## config.mk

```make
export PLATFORM = sky130hd
export DESIGN_NAME = dtmr_top
export DESIGN_NICKNAME = d
export VERILOG_FILES = /design/src/rtl/dtmr_pkg.sv /design/src/rtl/dtmr_edge.sv /design/src/rtl/dtmr_t1.sv /design/src/rtl/dtmr_t2.sv /design/src/rtl/dtmr_top.sv
export SDC_FILE = /design/constraint.sdc
export NUM_CORES = 1
export LEC_CHECK = 0
export BUFFER_PORTS_ARGS = -buffer_cell sky130_fd_sc_hd__clkbuf_2
export CAP_MARGIN = 0
export CORE_MARGIN = 2
export CORE_UTILIZATION = 56
export CTS_BUF_LIST = sky130_fd_sc_hd__clkbuf_2
export DETAILED_ROUTE_END_ITERATION = 8
export PLACE_DENSITY = 0.75
export SLEW_MARGIN = 20
export SYNTH_ARGS = -nofsm -noshare
export SYNTH_HDL_FRONTEND = slang
export SYNTH_SLANG_ARGS = --single-unit
```

## constraint.sdc

```tcl
create_clock -name clk -period 2.49 [get_ports clk]
set_clock_uncertainty 0.2 [all_clocks]
set_input_delay 0.498 -clock clk [delete_from_list [all_inputs] [get_ports clk]]
set_output_delay 0.498 -clock clk [all_outputs]
set_load 0.02 [all_outputs]
```

## src/rtl/dtmr_pkg.sv

```systemverilog
package dtmr_pkg;
    // Register select codes decoded by the shell
    localparam logic [3:0] RS_T1_CLO = 4'd4;
    localparam logic [3:0] RS_T1_CHI = 4'd5;
    localparam logic [3:0] RS_T1_LLO = 4'd6;
    localparam logic [3:0] RS_T1_LHI = 4'd7;
    localparam logic [3:0] RS_T2_CLO = 4'd8;
    localparam logic [3:0] RS_T2_CHI = 4'd9;
    localparam logic [3:0] RS_AUX    = 4'd11;

    typedef struct packed {
        logic sq_en;     // invert square output on timer-1 expiry
        logic t1_cont;   // timer-1 reload mode
        logic t2_pulse;  // timer-2 counts input edges
    } aux_t;

    typedef struct packed {
        logic lo_wr;
        logic hi_wr;
        logic start;
        logic rd_clr;
    } t1_ctl_t;

    typedef struct packed {
        logic lo_wr;
        logic start;
        logic rd_clr;
    } t2_ctl_t;
endpackage

```

## src/rtl/dtmr_edge.sv

```systemverilog
module dtmr_edge #(
    parameter int unsigned STAGES = 2
) (
    input  logic clk,
    input  logic rst_n,
    input  logic din,
    output logic fall_o
);
    // sh[0..STAGES-1] synchronizer, sh[STAGES] previous synchronized value
    logic [STAGES:0] sh_d, sh_q;

    always_comb begin
        sh_d = {sh_q[STAGES-1:0], din};
    end

    always_ff @(posedge clk) begin
        if (!rst_n) sh_q <= '1;
        else        sh_q <= sh_d;
    end

    assign fall_o = sh_q[STAGES] & ~sh_q[STAGES-1];
endmodule

```

## src/rtl/dtmr_t1.sv

```systemverilog
module dtmr_t1 import dtmr_pkg::*; #(
    parameter int unsigned BYTE_W = 8
) (
    input  logic                    clk,
    input  logic                    rst_n,
    input  logic                    tick,
    input  t1_ctl_t                 ctl,
    input  logic [BYTE_W-1:0]       wdata,
    input  logic                    cont,
    input  logic                    sq_en,
    output logic [2*BYTE_W-1:0]     cnt_o,
    output logic [2*BYTE_W-1:0]     lat_o,
    output logic                    flag_o,
    output logic                    sq_o
);
    localparam int unsigned CNT_W = 2 * BYTE_W;

    typedef struct packed {
        logic [CNT_W-1:0] cnt;
        logic [CNT_W-1:0] lat;
        logic             flag;
        logic             armed;
        logic             sq;
    } t1_st_t;

    t1_st_t st_d, st_q;

    always_comb begin
        st_d = st_q;
        if (ctl.lo_wr) st_d.lat[BYTE_W-1:0]     = wdata;
        if (ctl.hi_wr) st_d.lat[CNT_W-1:BYTE_W] = wdata;
        if (ctl.rd_clr) st_d.flag = 1'b0;
        if (ctl.start) begin
            st_d.lat[CNT_W-1:BYTE_W] = wdata;
            st_d.cnt   = {wdata, st_q.lat[BYTE_W-1:0]};
            st_d.armed = 1'b1;
            st_d.flag  = 1'b0;
        end else if (tick) begin
            if (st_q.cnt == '0) begin
                if (cont || st_q.armed) begin
                    st_d.flag = 1'b1;
                    if (sq_en) st_d.sq = ~st_q.sq;
                end
                if (cont) begin
                    st_d.cnt = st_q.lat;
                end else begin
                    st_d.cnt   = st_q.cnt - 1'b1;
                    st_d.armed = 1'b0;
                end
            end else begin
                st_d.cnt = st_q.cnt - 1'b1;
            end
        end
    end

    always_ff @(posedge clk) begin
        if (!rst_n) st_q <= '0;
        else        st_q <= st_d;
    end

    assign cnt_o  = st_q.cnt;
    assign lat_o  = st_q.lat;
    assign flag_o = st_q.flag;
    assign sq_o   = st_q.sq;
endmodule

```

## src/rtl/dtmr_t2.sv

```systemverilog
module dtmr_t2 import dtmr_pkg::*; #(
    parameter int unsigned BYTE_W = 8
) (
    input  logic                    clk,
    input  logic                    rst_n,
    input  logic                    dec,
    input  t2_ctl_t                 ctl,
    input  logic [BYTE_W-1:0]       wdata,
    output logic [2*BYTE_W-1:0]     cnt_o,
    output logic                    flag_o
);
    localparam int unsigned CNT_W = 2 * BYTE_W;

    typedef struct packed {
        logic [CNT_W-1:0]  cnt;
        logic [BYTE_W-1:0] lat_lo;
        logic              flag;
        logic              armed;
    } t2_st_t;

    t2_st_t st_d, st_q;

    always_comb begin
        st_d = st_q;
        if (ctl.lo_wr)  st_d.lat_lo = wdata;
        if (ctl.rd_clr) st_d.flag   = 1'b0;
        if (ctl.start) begin
            st_d.cnt   = {wdata, st_q.lat_lo};
            st_d.armed = 1'b1;
            st_d.flag  = 1'b0;
        end else if (dec) begin
            if (st_q.cnt == '0 && st_q.armed) begin
                st_d.flag  = 1'b1;
                st_d.armed = 1'b0;
            end
            st_d.cnt = st_q.cnt - 1'b1;
        end
    end

    always_ff @(posedge clk) begin
        if (!rst_n) st_q <= '0;
        else        st_q <= st_d;
    end

    assign cnt_o  = st_q.cnt;
    assign flag_o = st_q.flag;
endmodule

```

## src/rtl/dtmr_top.sv

```systemverilog
module dtmr_top import dtmr_pkg::*; #(
    parameter int unsigned BYTE_W      = 8,
    parameter int unsigned SYNC_STAGES = 2
) (
    input  logic              clk,
    input  logic              rst_n,
    input  logic              tick_en,
    input  logic              bus_sel,
    input  logic              bus_we,
    input  logic [3:0]        bus_addr,
    input  logic [BYTE_W-1:0] bus_wdata,
    output logic [BYTE_W-1:0] bus_rdata,
    input  logic              pulse_in,
    output logic              sq_out,
    output logic              t1_flag,
    output logic              t2_flag
);
    localparam int unsigned CNT_W = 2 * BYTE_W;

    logic             wr_en, rd_en;
    t1_ctl_t          t1_ctl;
    t2_ctl_t          t2_ctl;
    aux_t             aux_d, aux_q;
    logic [CNT_W-1:0] t1_cnt, t1_lat, t2_cnt;
    logic             pin_fall, t2_dec;

    assign wr_en = bus_sel & bus_we;
    assign rd_en = bus_sel & ~bus_we;

    always_comb begin
        t1_ctl.lo_wr  = wr_en && (bus_addr == RS_T1_CLO || bus_addr == RS_T1_LLO);
        t1_ctl.hi_wr  = wr_en && (bus_addr == RS_T1_LHI);
        t1_ctl.start  = wr_en && (bus_addr == RS_T1_CHI);
        t1_ctl.rd_clr = rd_en && (bus_addr == RS_T1_CLO);
        t2_ctl.lo_wr  = wr_en && (bus_addr == RS_T2_CLO);
        t2_ctl.start  = wr_en && (bus_addr == RS_T2_CHI);
        t2_ctl.rd_clr = rd_en && (bus_addr == RS_T2_CLO);
    end

    always_comb begin
        aux_d = aux_q;
        if (wr_en && bus_addr == RS_AUX) begin
            aux_d.sq_en    = bus_wdata[7];
            aux_d.t1_cont  = bus_wdata[6];
            aux_d.t2_pulse = bus_wdata[5];
        end
    end

    always_ff @(posedge clk) begin
        if (!rst_n) aux_q <= '0;
        else        aux_q <= aux_d;
    end

    dtmr_edge #(.STAGES(SYNC_STAGES)) edge_i (
        .clk(clk), .rst_n(rst_n), .din(pulse_in), .fall_o(pin_fall)
    );

    assign t2_dec = aux_q.t2_pulse ? pin_fall : tick_en;

    dtmr_t1 #(.BYTE_W(BYTE_W)) t1_i (
        .clk(clk), .rst_n(rst_n), .tick(tick_en), .ctl(t1_ctl),
        .wdata(bus_wdata), .cont(aux_q.t1_cont), .sq_en(aux_q.sq_en),
        .cnt_o(t1_cnt), .lat_o(t1_lat), .flag_o(t1_flag), .sq_o(sq_out)
    );

    dtmr_t2 #(.BYTE_W(BYTE_W)) t2_i (
        .clk(clk), .rst_n(rst_n), .dec(t2_dec), .ctl(t2_ctl),
        .wdata(bus_wdata), .cnt_o(t2_cnt), .flag_o(t2_flag)
    );

    always_comb begin
        bus_rdata = '0;
        if (rd_en) begin
            case (bus_addr)
                RS_T1_CLO: bus_rdata = t1_cnt[BYTE_W-1:0];
                RS_T1_CHI: bus_rdata = t1_cnt[CNT_W-1:BYTE_W];
                RS_T1_LLO: bus_rdata = t1_lat[BYTE_W-1:0];
                RS_T1_LHI: bus_rdata = t1_lat[CNT_W-1:BYTE_W];
                RS_T2_CLO: bus_rdata = t2_cnt[BYTE_W-1:0];
                RS_T2_CHI: bus_rdata = t2_cnt[CNT_W-1:BYTE_W];
                RS_AUX: begin
                    bus_rdata[7] = aux_q.sq_en;
                    bus_rdata[6] = aux_q.t1_cont;
                    bus_rdata[5] = aux_q.t2_pulse;
                end
                default: bus_rdata = '0;
            endcase
        end
    end
endmodule

```

; ---- Word-level counts from Yosys, hierarchy flattened
; Index checks and enable logic that the tools add are counted.
; W data, S select, Z words.
[totals]
register_bits = 67
inputBits = 18
out_inout_bits = 11
elab_cells = 79
[classes]
add_sub_neg = 2
eq_ne = 8
mux = 24
bitwise_logic = 8
n_reduce_logical = 23
[ops]
columns = op, count
row1 = $mux W16, 6
row2 = $logic_not A16 Y1, 2
row3 = $sub A16 B1 Y16 const B, 2
row4 = $pmux W5 S6, 1
row5 = $mux W8, 3
row6 = $pmux W3 S7, 1
row7 = $eq A4 B3 Y1 const B, 4
row8 = $eq A4 B4 Y1 const B, 3
row9 = $reduce_bool A2 Y1, 5
row10 = $logic_and A1 B1 Y1, 9
row11 = $mux W1, 9
row12 = $mux W3, 2
row13 = $not A1 Y1, 5
row14 = $reduce_and A5 Y1, 1
row15 = $mux W2, 2
row16 = $reduce_or A2 Y1, 2
row17 = $and A1 B1 Y1, 3
row18 = $reduce_and A3 Y1, 1
row19 = $logic_or A1 B1 Y1, 2
row20 = $ne A2 B2 Y1 const B, 1
row21 = $reduce_and A2 Y1, 1

; ---- Logic depth before layout (Yosys ltp)
; Gate-level depths: netlist of run 1.
[logic_depth]
ltp_word = 8
ltp_mapped = 9
mapped_depth_nobuf = 7

; ---- By module
; Synthesis of run 1 repeated with hierarchy kept, for this count alone.
[unflattened]
cells_unflattened = 512
hier_area_um2 = 4367.9
[by_module_without_submodules]
columns = module, n_inst, cells_per_inst, area_per_inst_um2
row1 = dtmr_t1, 1, 256, 2172.1
row2 = dtmr_t2, 1, 152, 1398.8
row3 = dtmr_top, 1, 97, 711.9
row4 = dtmr_edge, 1, 7, 85.1

; ---- Worst setup path before layout of run 1
; Ideal clock, no wire load.
[synth_path]
kind = input -> output
from = input bus_addr[0]
to = output bus_rdata[2]
arrival_ns = 1.737
required_time_ns = 1.792
path_slack_ns = 0.055
cell_stages = 6
cell_sequence = buf_2 -> buf_1 -> mux2i_1 -> o2bb2ai_1 -> a222oi_1 -> nor2_1
[synth_via]
elab_chain_len = 3
word_cells_on_any_way = 8
cone_classes = eq/ne (6) / mux (2)
[synth_rtl]
columns = element, line
row1 = "start, declared", dtmr_top.sv:10  ; input logic [3:0] bus_addr,
row2 = $eq A4 B4 Y1 / $eq A4 B3 Y1 (equally long branches), dtmr_top.sv:74  ; case (bus_addr)
row3 = $pmux W5 S6 (*), dtmr_top.sv:74
row4 = $mux W8 (*), dtmr_top.sv:73  ; if (rd_en) begin
row5 = "end, declared", dtmr_top.sv:12  ; output logic [BYTE_W-1:0] bus_rdata,
; Mark *: on every way between the ends. The rest lies on a longest branch, timed or not.

; ---- Final worst setup path of run 1
[layout_path]
from = register t1_i.st_q, in the netlist t1_i.lat_o[9]
to = output bus_rdata[1]
[layout_via]
elab_chain_len = 2
[layout_rtl]
columns = element, line
row1 = "start, declared", dtmr_t1.sv:26  ; t1_st_t st_d, st_q;
row2 = "start signal, assigned", dtmr_t1.sv:58  ; else st_q <= st_d;
row3 = $pmux W5 S6, dtmr_top.sv:74
row4 = $mux W8, dtmr_top.sv:73
; No other way between the ends.

==> flow_metrics.py, run 1 <==
metrics = {
    "outcome": {
        "status": "finished with violations",
        "violations": "design-rule violations, negative setup slack",
    },
    "routing": {
        "ant_nets": 0,
        "vias": 3608,
        "viasPerCell": 6.45,
        "routedWlPerCell_um": 20.2,
        "drtIter0Drc": 515,
        "dr.pass1.iters": 9,
        "route.detailed.drc": 3,
        "routed_wl_um": 11300,
    },
    "yosys": {
        "yosys_warnings": 0,
        "synthAdderAreaFrac": 0.0100,
        "avgSynthCellArea_um2": 8.65,
        "synth.area.mux_share": 0.102,
        "netlist_area_mm2": 0.00375,
        "ys_types": 57,
        "synthSimpleGateAreaFrac": 0.222,
        "synth-compound-area-share": 0.200,
        "synth_top_family_by_area": "simple AND/OR/NAND/NOR gates",
        "synthXorXnorAreaFrac": 0.0583,
        "synthCells": 434,
        "synth_top_flop_cell": "dfxtp_1",
        "yosysSeqAreaShare": 0.357,
        "synthArstFlopShare": 0,
        "synth_fp_nets": 455,
        "synth_seq_cells": 67,
        "synth_enable_flop_cells": 0,
    },
    "placed_design": {
        "place_congestion": 0.969,
        "dp.cells": 536,
        "dp_slack_ps": 26.8,
        "hpwl_um": 8210,
        "port_buffers": 28,
    },
    "critical_path": {
        "worstPathArrival_ps": 1820,
        "cp.required_ps": 1790,
        "cp_max_fo": 3,
        "criticalPathCategory": "reg2out",
        "start_kind": "flip-flop",
        "endpoint_kind": "primary output",
        "reg2reg_slack_ps": 200,
    },
    "pwr": {
        "peakVddDrop_mv": 0.384,
        "powerDensity_mw_per_mm2": 671,
        "power_frac_clock": 0.259,
        "leakage_nw": 1.76,
        "sw_frac_of_total": 0.347,
        "power_switching_uw": 1000,
        "seq_power_share": 0.462,
        "combPwrFrac": 0.279,
        "intPower_mw": 1.89,
    },
    "final_layout": {
        "area_growth_pct": 14.5,
        "layout.nets": 498,
        "final_cell_mix": "54 x nor2_1, 51 x dfxtp_1, 37 x mux2i_1",
        "final_common_cell": "nor2_1",
        "drive_above_1_share": 0.237,
        "stdcell_count": 559,
        "n_fill_cell": 528,
        "antenna_cells": 0,
    },
    "global_route": {
        "grt_max_degree": 46,
        "grt_usage": 0.319,
        "antenna_found_initial": 0,
        "overflow": 0,
        "grt_pass1_wl_um": 17900,
        "grt_pass1_vias": 3289,
    },
    "clock_tree": {
        "h-tree-depth": 3,
        "numCtsBuffers": 9,
        "insertion_delay_ps": 510,
        "cts_root_buffer": "clkbuf_2",
        "cts_tree": "yes",
        "clock_sinks": 67,
        "cts_buffer_depth": 2,
        "clkSlewWorstSetupHoldPaths_ps": 200,
    },
    "timing": {
        "fmax_mhz": 397,
        "holdWs_ps": 98.1,
        "drv_slew": 0,
        "rsz0062_at_grt": "yes",
        "timing.final.crit_share": 1.01,
        "min_period_ps": 2520,
        "fin_ws_ps": -31.8,
        "worst_slew_pin_slew_ps": 758,
        "hold_violations": 0,
        "relSlewSlack": 0.494,
        "finalSetupViolCount": 1,
    },
    "job": {
        "drv_cap": 0,
    },
    "die": {
        "rows": 29,
        "pin_count": 29,
        "core_mm2": 0.00642,
        "dieArea_mm2": 0.00738,
        "die_w_um": 85.9,
        "start_util": 0.585,
        "chipHeight_um": 85.9,
    },
    "min_path": {
        "hold_class": "in2reg",
    },
}
==> routing by layer <==
metal,up-vias,share of wire,GRT usage
met1,1696,0.43,0.467
met4,0,0.027,0.105
met2,204,0.44,0.472
li1,1677,-,-
met5,-,0,0
met3,31,0.099,0.0626
==> power groups by stage <==
stage	combinational [mW]	clock, mW	sequential [mW]
2_1_floorplan	0.606	0	1.29
3_3_place_gp	0.741	0	1.35
3_5_place_dp	0.757	0	1.35
4_1_cts	0.765	0.743	1.33
5_1_grt	0.888	0.792	1.34
6_report	0.805	0.746	1.33
==> Yosys cell counts, drive strengths merged, types with 2 or more instances <==
| cell type | count | area [um^2] |
|---|---|---|
| dfxtp | 67 | 1340 |
| nor2 | 55 | 206 |
| mux2i | 37 | 370 |
| a21oi | 31 | 155 |
| o21ai | 24 | 120 |
| clkbuf | 21 | 80.1 |
| nand2 | 21 | 78.8 |
| xor2 | 13 | 114 |
| xnor2 | 12 | 105 |
| nand3 | 10 | 50.1 |
| nor3b | 10 | 75.1 |
| o22ai | 10 | 62.6 |
| buf | 9 | 77.6 |
| inv | 9 | 33.8 |
| nor3 | 9 | 55.1 |
| nand2b | 8 | 50.1 |
| a211oi | 7 | 52.6 |
| nor2b | 7 | 43.8 |
| a222oi | 6 | 60.1 |
| and3 | 5 | 31.3 |
| nor4 | 5 | 46.3 |
| o2bb2ai | 5 | 43.8 |
| or3 | 5 | 36.3 |
| nand3b | 4 | 30.0 |
| nand4 | 4 | 25.0 |
| o221a | 4 | 45.0 |
| a22o | 3 | 27.5 |
| and4b | 3 | 30.0 |
| ha | 3 | 37.5 |
| nand4b | 3 | 26.3 |
| o211ai | 3 | 22.5 |
| a2111oi | 2 | 55.1 |
| a221o | 2 | 22.5 |
| a221oi | 2 | 17.5 |
| a22oi | 2 | 15.0 |
==> path summary, 6_finish.rpt <==
kind | from | endpoint | cells past startpoint
hold / removal | tick_en | t1_i.cnt_o[3] | 3
hold reg to reg | edge_i.sh_q[0] | edge_i.sh_q[1] | 1
setup reg to reg | t1_i.cnt_o[1] | t1_i.cnt_o[8] | 8
setup / recovery | t1_i.lat_o[9] | bus_rdata[1] | 5
==> per-stage QoR <==
stage               area (um^2)  utilization  TNS (ps)  total power [mW]
floorplan                  3750            -         0              1.89
global placement           4040        0.628         0              2.09
detailed placement         4040        0.628         0              2.10
CTS                        4190        0.652         0              2.83
global route               4300        0.670      -444              3.02
finish                     4300        0.670     -31.8              2.88
==> cell families after synthesis <==
family,Yosys count
AO/OA/AOI/OAI,107
adder cells (fa/ha/maj),3
flip-flops,67
AND/OR/NAND/NOR,155
multiplexers,38
XOR/XNOR,25
buffers and inverters,39
==> area by class of cell <==
type | count | area, um^2 | share of cell area
Tap cell | 77 | 96.3 | 0.0224
Inverter | 9 | 33.8 | 0.00786
Multi-Input combinational cell | 328 | 2260 | 0.525
Timing Repair Buffer | 62 | 410 | 0.0954
Clock inverter | 7 | 92.6 | 0.0215
Sequential cell | 67 | 1370 | 0.318
Clock buffer | 9 | 45.0 | 0.0105
==> sequential cells by signal (all words and copies together) (netlist names) <==
register / flops
t1_i.flag_o: 1
t1_i.sq_o: 1
t2_i.st_q: 9
t1_i.lat_o: 16
t1_i.st_q: 1
t1_i.cnt_o: 16
edge_i.sh_q: 3
aux_q: 3
t2_i.flag_o: 1
t2_i.cnt_o: 16
==> worst max-delay path: stages (launching register included) <==
cell,delay (ps)
dfxtp_2,380
mux2i_1,160
o2bb2ai_1,110
a222oi_1,430
nor2_1,80
buf_2,170
==> repair_timing <==
item	in CTS	in global routing
pin swaps	1	8
hold endpoints to repair	1	0
hold buffers	1	0
gates resized for setup	3	36
setup buffers	0	5
cloned	0	1
setup endpoints to repair	4	8
Note: power is estimated with default switching activity, not from simulation.
==> inputs of run 2 (changes only) <==
--- a/config.mk
+++ b/config.mk
@@ -11,6 +11,7 @@
 export CORE_UTILIZATION = 56
 export CTS_BUF_LIST = sky130_fd_sc_hd__clkbuf_2
 export DETAILED_ROUTE_END_ITERATION = 8
+export HOLD_SLACK_MARGIN = 0.12
 export PLACE_DENSITY = 0.75
 export SLEW_MARGIN = 20
 export SYNTH_ARGS = -nofsm -noshare
==> run 2 against run 1 <==
Against the previous run: the flow still finishes with violations (design-rule violations, negative setup slack); final area rose by 0.93%; hold slack improved by 57 ps; count of clock-buffer cells in the layout did not move; combinational power rose by 0.9%; maximum frequency fell by 0.38%; die area did not move; non-clock buffer count rose by 4; power barely moved; wire length rose by 0.80%; largest cell class unchanged; highest routed layer unchanged.
==> flow_metrics.py, run 2 (synthesized netlist as in run 1, its figures left out) <==
metrics = {
    "global_route": {
        "grt_pass1_vias": 3306,
        "overflow": 0,
        "grt_usage": 0.320,
        "antenna_found_initial": 0,
        "grt_max_degree": 46,
        "grt_pass1_wl_um": 18000,
    },
    "timing": {
        "fmax_mhz": 395,
        "worst_slew_pin_slew_ps": 758,
        "min_period_ps": 2530,
        "drv_slew": 0,
        "relSlewSlack": 0.494,
        "rsz0062_at_grt": "yes",
        "fin_ws_ps": -41.5,
        "finalSetupViolCount": 3,
        "timing.final.crit_share": 1.02,
        "hold_violations": 0,
    },
    "placed_design": {
        "place_congestion": 0.969,
        "dp_slack_ps": 26.8,
        "hpwl_um": 8210,
        "port_buffers": 28,
    },
    "final_layout": {
        "final_cell_mix": "54 x nor2_1, 51 x dfxtp_1, 37 x mux2i_1",
        "layout.nets": 502,
        "antenna_cells": 0,
        "multi_input_area_mm2": 0.00226,
        "n_fill_cell": 531,
        "post-route-util": 0.676,
        "area_growth_pct": 15.6,
        "regArea_mm2": 0.00137,
        "final_common_cell": "nor2_1",
        "drive_above_1_share": 0.235,
    },
    "die": {
        "die_w_um": 85.9,
        "pin_count": 29,
        "dieArea_mm2": 0.00738,
        "start_util": 0.585,
        "chipHeight_um": 85.9,
        "rows": 29,
        "core_mm2": 0.00642,
    },
    "min_path": {
        "min_delay_path_depth": 3,
        "hold_class": "in2reg",
    },
    "clock_tree": {
        "clkSlewWorstSetupHoldPaths_ps": 200,
        "cts_buffer_depth": 2,
        "numCtsBuffers": 9,
        "insertion_delay_ps": 510,
        "clock_sinks": 67,
        "h-tree-depth": 3,
        "cts_root_buffer": "clkbuf_2",
        "cts_tree": "yes",
    },
    "critical_path": {
        "criticalPathCategory": "reg2out",
        "endpoint_kind": "primary output",
        "cp_max_fo": 7,
        "rr_worst_depth": 8,
        "start_kind": "flip-flop",
        "cp.required_ps": 1790,
        "worstPathArrival_ps": 1830,
    },
    "pwr": {
        "power_switching_uw": 997,
        "power_frac_clock": 0.257,
        "powerDensity_mw_per_mm2": 665,
        "sw_frac_of_total": 0.345,
        "leakage_nw": 1.78,
        "intPower_mw": 1.89,
        "combPwrFrac": 0.281,
        "seq_power_share": 0.462,
        "peakVddDrop_mv": 0.367,
        "p_total_mw": 2.89,
    },
    "job": {
        "drv_cap": 0,
    },
    "routing": {
        "vias": 3604,
        "dr.pass1.iters": 9,
        "wl_met3_um": 1030,
        "ant_nets": 0,
        "met1_length_um": 4930,
        "routed_wl_um": 11400,
        "wl_met2_um": 5120,
        "drtIter0Drc": 531,
        "routedWlPerCell_um": 20.2,
        "viasPerCell": 6.40,
        "top_layer": "met4",
        "route.detailed.drc": 3,
    },
    "outcome": {
        "violations": "design-rule violations, negative setup slack",
        "status": "finished with violations",
    },
}
[run 2: cell count changes in the layout (fill, tap and decap cells not counted), sizes merged]
cell	delta
dlygate4sd3	+4
[run 2: critical path, cell delays in order, from the launching register on]
cell and delay (ps):
dfxtp_1 440, o2bb2ai_1 210, a222oi_1 440, nor2_1 70
buf_2 170
[run 2: final cells by class]
cell class,count,area share
timing repair buffer,66,0.104
clock buffer,9,0.0104
sequential,67,0.315
multi-input combinational,328,0.520
clock inverter,7,0.0213
inverter,9,0.00778
tap,77,0.0222
[run 2: repair_timing]
action,4_1_cts,5_1_grt
setup endpoints to repair,4,8
pin swaps,1,8
cloned,0,1
resized for setup,3,36
hold buffers,4,1
hold endpoints to repair,5,1
setup buffers,0,5
[run 2: final timing paths]
check / start / end / slack, ps
max: t1_i.cnt_o[12] / bus_rdata[4] / -40
min: bus_wdata[4] / t1_i.lat_o[12] / 160
max reg2reg: t1_i.cnt_o[1] / t1_i.cnt_o[9] / 200
min reg2reg: edge_i.sh_q[0] / edge_i.sh_q[1] / 250
[run 2: power groups by stage]
stage / combinational, mW / clock [mW] / sequential (mW)
finish: 0.812 / 0.742 / 1.33
global route: 0.894 / 0.797 / 1.34
CTS: 0.768 / 0.743 / 1.33
detailed placement: 0.757 / 0 / 1.35
global placement: 0.741 / 0 / 1.35
floorplan: 0.606 / 0 / 1.29
[run 2: metrics by stage]
step	TNS, ps	hold WS (ps)	cells	instance area, um^2
final	-57.2	155	563	4340
after global routing	-490	108	563	4340
after CTS	0	124	556	4220
after detailed placement	0	211	536	4040
after global placement	0	189	536	4040
after floorplan	0	186	434	3750
[run 2: metal layers]
metal	vias up	track usage
met4	0	0.105
met5	-	0
li1	1689	-
met2	193	0.476
met1	1692	0.467
met3	30	0.0616
